==> src/rtl/i2c_rf_pkg.sv <==
package i2c_rf_pkg;
  localparam int unsigned NREG_DEF = 198;
  localparam logic [6:0] DEV_ADDR_DEF = 7'h5F;

  typedef enum logic [3:0] {
    S_IDLE, S_ADDR, S_ACKW, S_ACKH, S_WR, S_RD, S_RDACK, S_RDLD, S_SKIP
  } st_e;

  // pointer step with wrap at the top of the map
  function automatic logic [7:0] ptr_next(input logic [7:0] p, input int unsigned n);
    return (int'(p) == int'(n) - 1) ? 8'd0 : p + 8'd1;
  endfunction

  // pointer bytes beyond the map select register 0
  function automatic logic [7:0] ptr_clip(input logic [7:0] b, input int unsigned n);
    return (int'(b) < int'(n)) ? b : 8'd0;
  endfunction

  function automatic logic [7:0] reset_value(input int unsigned i);
    return 8'(i) ^ 8'h5A;
  endfunction
endpackage

==> src/rtl/i2c_rf_sync.sv <==
module i2c_rf_sync #(
  parameter int unsigned STAGES = 2
) (
  input  logic clk,
  input  logic rst_n,
  input  logic scl_i,
  input  logic sda_i,
  output logic sda_s,
  output logic scl_rise,
  output logic scl_fall,
  output logic start_det,
  output logic stop_det
);
  logic [STAGES-1:0] scl_q, sda_q;
  logic scl_d, sda_d, scl_s;

  always_ff @(posedge clk or negedge rst_n) begin
    if (!rst_n) begin
      scl_q <= '1;
      sda_q <= '1;
      scl_d <= 1'b1;
      sda_d <= 1'b1;
    end else begin
      scl_q <= {scl_q[STAGES-2:0], scl_i};
      sda_q <= {sda_q[STAGES-2:0], sda_i};
      scl_d <= scl_q[STAGES-1];
      sda_d <= sda_q[STAGES-1];
    end
  end

  assign scl_s     = scl_q[STAGES-1];
  assign sda_s     = sda_q[STAGES-1];
  assign scl_rise  = scl_s & ~scl_d;
  assign scl_fall  = ~scl_s & scl_d;
  assign start_det = scl_s & scl_d & sda_d & ~sda_s;
  assign stop_det  = scl_s & scl_d & ~sda_d & sda_s;
endmodule

==> src/rtl/i2c_rf_regfile.sv <==
module i2c_rf_regfile
  import i2c_rf_pkg::*;
#(
  parameter int unsigned NREG = NREG_DEF,
  parameter int unsigned DW   = 8
) (
  input  logic          clk,
  input  logic          rst_n,
  input  logic          we,
  input  logic [7:0]    waddr,
  input  logic [DW-1:0] wdata,
  input  logic [7:0]    raddr,
  output logic [DW-1:0] rdata
);
  logic [DW-1:0] mem [NREG];

  always_ff @(posedge clk or negedge rst_n) begin
    if (!rst_n) begin
      for (int i = 0; i < int'(NREG); i++) mem[i] <= DW'(reset_value(i));
    end else if (we && int'(waddr) < int'(NREG)) begin
      mem[waddr] <= wdata;
    end
  end

  assign rdata = (int'(raddr) < int'(NREG)) ? mem[raddr] : '0;
endmodule

==> src/rtl/i2c_rf_engine.sv <==
module i2c_rf_engine
  import i2c_rf_pkg::*;
#(
  parameter int unsigned NREG     = NREG_DEF,
  parameter logic [6:0]  DEV_ADDR = DEV_ADDR_DEF
) (
  input  logic       clk,
  input  logic       rst_n,
  input  logic       sda_s,
  input  logic       scl_rise,
  input  logic       scl_fall,
  input  logic       start_det,
  input  logic       stop_det,
  input  logic [7:0] rd_data,
  output logic       sda_oe,
  output logic       reg_we,
  output logic [7:0] reg_waddr,
  output logic [7:0] reg_wdata,
  output logic [7:0] ptr,
  output logic       addr_done,
  output logic       addr_match,
  output logic       ignoring
);
  st_e        st;
  logic [2:0] bit_cnt;
  logic [7:0] shreg, txreg;
  logic       rw, first;
  logic [7:0] in_byte;

  assign in_byte    = {shreg[6:0], sda_s};
  assign addr_match = (shreg[6:0] == DEV_ADDR);
  assign addr_done  = (st == S_ADDR) && scl_rise && (bit_cnt == 3'd7);
  assign ignoring   = (st == S_SKIP);

  always_ff @(posedge clk or negedge rst_n) begin
    if (!rst_n) begin
      st        <= S_IDLE;
      bit_cnt   <= '0;
      shreg     <= '0;
      txreg     <= '0;
      rw        <= 1'b0;
      first     <= 1'b0;
      sda_oe    <= 1'b0;
      reg_we    <= 1'b0;
      reg_waddr <= '0;
      reg_wdata <= '0;
      ptr       <= '0;
    end else begin
      reg_we <= 1'b0;
      if (start_det) begin
        st      <= S_ADDR;
        bit_cnt <= '0;
        sda_oe  <= 1'b0;
      end else if (stop_det) begin
        st     <= S_IDLE;
        sda_oe <= 1'b0;
      end else begin
        unique case (st)
          S_ADDR: if (scl_rise) begin
            shreg   <= in_byte;
            bit_cnt <= bit_cnt + 3'd1;
            if (bit_cnt == 3'd7) begin
              if (addr_match) begin
                rw    <= sda_s;
                first <= 1'b1;
                st    <= S_ACKW;
              end else begin
                st <= S_SKIP;
              end
            end
          end
          S_ACKW: if (scl_fall) begin
            sda_oe <= 1'b1;
            st     <= S_ACKH;
          end
          S_ACKH: if (scl_fall) begin
            bit_cnt <= '0;
            if (rw) begin
              txreg  <= rd_data;
              sda_oe <= ~rd_data[7];
              st     <= S_RD;
            end else begin
              sda_oe <= 1'b0;
              st     <= S_WR;
            end
          end
          S_WR: if (scl_rise) begin
            shreg   <= in_byte;
            bit_cnt <= bit_cnt + 3'd1;
            if (bit_cnt == 3'd7) begin
              if (first) begin
                ptr   <= ptr_clip(in_byte, NREG);
                first <= 1'b0;
              end else begin
                reg_we    <= 1'b1;
                reg_waddr <= ptr;
                reg_wdata <= in_byte;
                ptr       <= ptr_next(ptr, NREG);
              end
              st <= S_ACKW;
            end
          end
          S_RD: if (scl_fall) begin
            if (bit_cnt == 3'd7) begin
              sda_oe <= 1'b0;
              st     <= S_RDACK;
            end else begin
              bit_cnt <= bit_cnt + 3'd1;
              txreg   <= {txreg[6:0], 1'b0};
              sda_oe  <= ~txreg[6];
            end
          end
          S_RDACK: if (scl_rise) begin
            ptr <= ptr_next(ptr, NREG);
            st  <= sda_s ? S_SKIP : S_RDLD;
          end
          S_RDLD: if (scl_fall) begin
            txreg   <= rd_data;
            sda_oe  <= ~rd_data[7];
            bit_cnt <= '0;
            st      <= S_RD;
          end
          default: sda_oe <= 1'b0;
        endcase
      end
    end
  end
endmodule

==> src/rtl/i2c_rf_slave.sv <==
module i2c_rf_slave
  import i2c_rf_pkg::*;
#(
  parameter int unsigned NREG     = NREG_DEF,
  parameter logic [6:0]  DEV_ADDR = DEV_ADDR_DEF,
  parameter int unsigned SYNC_STG = 2
) (
  input  logic clk,
  input  logic rst_n,
  input  logic scl_i,
  input  logic sda_i,
  output logic sda_oe_o
);
  logic       sda_s, scl_rise, scl_fall, start_det, stop_det;
  logic       reg_we, addr_done, addr_match, ignoring;
  logic [7:0] reg_waddr, reg_wdata, ptr, rd_data;

  i2c_rf_sync #(.STAGES(SYNC_STG)) u_sync (
    .clk(clk), .rst_n(rst_n), .scl_i(scl_i), .sda_i(sda_i),
    .sda_s(sda_s), .scl_rise(scl_rise), .scl_fall(scl_fall),
    .start_det(start_det), .stop_det(stop_det)
  );

  i2c_rf_engine #(.NREG(NREG), .DEV_ADDR(DEV_ADDR)) u_eng (
    .clk(clk), .rst_n(rst_n), .sda_s(sda_s), .scl_rise(scl_rise),
    .scl_fall(scl_fall), .start_det(start_det), .stop_det(stop_det),
    .rd_data(rd_data), .sda_oe(sda_oe_o), .reg_we(reg_we),
    .reg_waddr(reg_waddr), .reg_wdata(reg_wdata), .ptr(ptr),
    .addr_done(addr_done), .addr_match(addr_match), .ignoring(ignoring)
  );

  i2c_rf_regfile #(.NREG(NREG), .DW(8)) u_rf (
    .clk(clk), .rst_n(rst_n), .we(reg_we), .waddr(reg_waddr),
    .wdata(reg_wdata), .raddr(ptr), .rdata(rd_data)
  );
endmodule

==> config.mk <==
export PLATFORM = sky130hd
export DESIGN_NAME = i2c_rf_slave
export DESIGN_NICKNAME = d
export VERILOG_FILES = /design/src/rtl/i2c_rf_pkg.sv /design/src/rtl/i2c_rf_sync.sv /design/src/rtl/i2c_rf_regfile.sv /design/src/rtl/i2c_rf_engine.sv /design/src/rtl/i2c_rf_slave.sv
export SDC_FILE = /design/constraint.sdc
export NUM_CORES = 2
export LEC_CHECK = 0
export BUFFER_PORTS_ARGS = -buffer_cell sky130_fd_sc_hd__buf_4
export CORE_MARGIN = 2
export CORE_UTILIZATION = 50
export DETAILED_ROUTE_END_ITERATION = 10
export HOLD_SLACK_MARGIN = 0.03
export PLACE_DENSITY = 0.69
export SLEW_MARGIN = 15
export SYNTH_ARGS = -nofsm -noshare
export SYNTH_HDL_FRONTEND = slang
export SYNTH_SLANG_ARGS = --single-unit
==> constraint.sdc <==
create_clock -name clk -period 3.2 [get_ports clk]
set_clock_uncertainty 0.2 [all_clocks]
set_input_delay 0.48 -clock clk [delete_from_list [all_inputs] [get_ports clk]]
set_output_delay 0.48 -clock clk [all_outputs]
set_load 0.01 [all_outputs]
==> key figures <==
Clock network
  – Clk_lat worst skew: ~800 ps
  – Root Driver: clkbuf_16
  – Clock Pin Slew Worst Setup and Hold Paths: 60 ps
  – Clock Tree Buf Depth: 3
  – Inserted Clock Buffers: approximately 170
  – # clock sinks: about 1,600
  – Max H-tree Level: 4
  – CTS tree: yes

Power and ir drop
  – Sequential Power Share: 49.7%
  – Clock power frac: 48.9%
  – Switching Fraction: 21.28%
  – Power density over the cells: 477.3 mW/mm^2
  – Pleak: 37.88 nW
  – P_int: 32.99 mW
  – Gate power share: 1.3%
  – Sw Pwr: around 9 mW
  – Maximum VDD drop: 0.5373 mV

Logic synthesis
  – Yosys reg bits: 1,639
  – Syn Area/Cell: 15.50 um^2
  – Netlist Area Pre-Place: 0.07603 mm^2
  – Top-count cell post-synth: mux2_2
  – Post-synth top flop: dfrtp_1
  – Leading post-synthesis cells by cell area: dfstp_2 (28%), dfrtp_1 (28%), mux2_2 (24%)
  – Mapped Cells: 4,906
  – Seq/Total Area, Yosys: between 50% and 60%
  – Post-synth top area cell: dfstp_2
  – Top cells by instance count after synthesis: mux2_2 (1,624), dfrtp_1 (838), dfstp_2 (801)
  – Post-synth EDFFs: 0
  – Synth warn: 0
  – Cell variety after synth: 63
  – Synth Net Count: 4,914
  – FFs w/ async S/R, synth: 100.0%
  – Share of the synthesized area in the top cell type: between 20% and 30%

Timing
  – Setup-failing EPs final: 2
  – Peak Freq: between 0.3 and 0.4 GHz
  – RSZ-0062 raised after global routing: true
  – Slew Limit Fails: 0
  – Measured slew at the worst slew-check pin: 1166 ps
  – Slew margin rel.: 21.95%
  – Hold Vio Cnt, Final: 0
  – Crit path time final: 3296 ps
  – Final worst slack: -96.48 ps
  – Fin crit share: 103.0%

Die
  – Core area: 0.1515 mm^2
  – Die area: between 0.15 and 0.2 mm^2
  – Initial Util: 50.17%
  – I/O pins: 5
  – Die Width: 394.0 um
  – # rows: 143
  – Die height: 394.0 um

Critical path
  – Element type at the critical path end: flip-flop
  – CP Data Arrival Time: 3800 ps
  – Worst setup SP type: flip-flop
  – RR Startpoint: u_eng.ptr[0]$_DFFE_PN0P_
  – CP peak stage delay: 550 ps
  – Flop2flop setup slack: -100 ps
  – Critical Path Fanout Max: 11
  – WP data required: roughly 3700 ps
  – Worst path slowest cell: mux4_2
  – WP buf/inv: 4
  – CP startpoint: u_eng.ptr[0]$_DFFE_PN0P_
  – CP Class: reg2reg
  – Top delay family on crit path: multiplexers
  – CP Cell Sequence: buf_12 -> clkbuf_16 -> buf_12 -> mux4_2 -> mux4_2 -> mux2i_2 -> nor2_1 -> a211oi_2 -> buf_4 -> o32ai_1

Detailed routing
  – Pre-antenna DRT Iters: 6
  – Detailed Route WL: 204,700 um
  – Via-to-Cell Ratio: between 6 and 7
  – Iteration-0 DRC Markers: 4,026
  – Drt wl/cell: 27.71 um
  – # DRC: 0
  – Total number of vias: about 45,000
  – Post-route ant nets: 0

Layout
  – Area Growth Syn to Fin: 15.47%
  – Design area: 0.08780 mm^2
  – Post-layout util: 57.93%
  – Post-route insts no fill: 7,385
  – # nets final: between 5,000 and 6,000
  – Share of layout cells above drive strength 1: between 60% and 70%

Status
  – Status: finished, violations left
  – Failing checks: negative setup slack

Placed design
  – Placed insts: about 7,000
  – Gpl congestion: 0.9301
  – Dpl cell area: roughly 0.081 mm^2
  – Buffers on Ports: 4
  – DP Wirelength: approximately 130,000 um

Global routing
  – Initial antenna violation count: 4
  – Total global-route track usage: a little over a quarter
  – Largest net degree at the start of global routing: about 120
  – GRT overflow: 0
  – Vias in the first global route: 46,790
  – Global-route wire length before repair: 309,900 um

Hold path
  – Worst hold path class: in2reg
  – Hold_sp: sda_i

Job
  – Max Cap Viol: 0
timing repair:
action	4_1_cts	5_1_grt
cloned	0	5
resized for setup	10	33
pin swaps	1	4
hold endpoints to repair	711	0
hold buffers	4	0
buffers inserted	6	34
endpoints found under the setup margin	6	33
cells in the final DEF, fill, tap and decap left out, types with 55 or more instances in the layout:
master	count
nand2_1	214
buf_4	395
dfstp_2	801
mux2i_1	71
clkbuf_16	181
buf_12	71
mux4_2	407
dfrtp_1	825
clkbuf_8	55
nor2_1	151
mux2_2	1624
cell families (layout without fill, tap and decap cells):
| logic type | count (synthesis) | count (layout) | synth area share (%) |
|---|---|---|---|
| AOI/OAI and AO/OA | 241 | 241 | 2.136 |
| xor gates and xnor gates | 2 | 2 | 0.02304 |
| adders and majority gates | 4 | 4 | 0.06583 |
| buffers and inverters | 381 | 828 | 2.309 |
| DFF | 1639 | 1639 | 55.26 |
| muxes | 2104 | 2104 | 37.07 |
| other | 0 | 2 | 0 |
| and+or+nand+nor | 535 | 535 | 3.138 |
final timing paths:
kind,to,cells past startpoint
worst min-delay path,u_sync.sda_q[0]$_DFF_PN1_,2
worst max-delay path,u_eng.txreg[6]$_DFFE_PN0P_,10
worst min register to register,u_sync.scl_q[1]$_DFF_PN1_,0
max in group asynchronous,u_rf.mem[1363]$_DFFE_PN0P_,3
min in group asynchronous,u_rf.mem[1377]$_DFFE_PN1P_,2
worst max register to register,u_eng.txreg[6]$_DFFE_PN0P_,10
registers in the layout, summed over array words and instances, names as in the netlist:
| name | count |
|---|---|
| u_eng.shreg | 7 |
| u_eng.ptr | 8 |
| u_eng.reg_we | 1 |
| u_eng.sda_oe | 1 |
| u_sync.scl_d | 1 |
| u_eng.rw | 1 |
| u_rf.mem | 1584 |
| u_eng.first | 1 |
| u_eng.reg_waddr | 8 |
| u_eng.bit_cnt | 3 |
| u_sync.sda_q | 2 |
| u_sync.sda_d | 1 |
| u_sync.scl_q | 2 |
| u_eng.reg_wdata | 8 |
| u_eng.st | 4 |
| u_eng.txreg | 7 |
final cells by class:
type	count	area, um^2
sequential	1639	42060
antenna	2	5.005
tap	2030	2540
multi-input combinational	2886	32430
clock buffer	276	5330
fill	11640	63750
inverter	15	56.30
timing repair buffer	490	4810
clock inverter	47	560.5
through the flow:
stage	hold slack, ps	setup TNS [ps]	setup slack [ps]	power [mW]
2_1_floorplan	-15.59	0	512.6	21.22
3_5_place_dp	149.1	-501.3	-240.7	21.75
6_report	133.9	-110.2	-96.48	41.90
4_1_cts	70.75	-62.46	-62.46	42.28
5_1_grt	113.9	-212.1	-75.29	43.19
3_3_place_gp	150.7	-540.6	-262.3	21.73
layer usage:
metal / share of wire, % / up-vias / track usage [%]
li1: - / 18890 / -
met1: 44 / 24540 / 37.89
met2: 46 / 1312 / 40.61
met3: 6.1 / 353 / 5.217
met4: 3.3 / 2 / 8.703
met5: 0.0068 / - / 0
power by group through the flow:
stage	Sequential, mW	Clock [mW]	Combinational [mW]
2_1_floorplan	21.2	0	0.0600
3_3_place_gp	21.2	0	0.562
3_5_place_dp	21.2	0	0.575
4_1_cts	20.8	20.9	0.583
5_1_grt	20.8	21.7	0.653
6_report	20.8	20.5	0.557
Note: power is estimated with default switching activity, not from simulation.
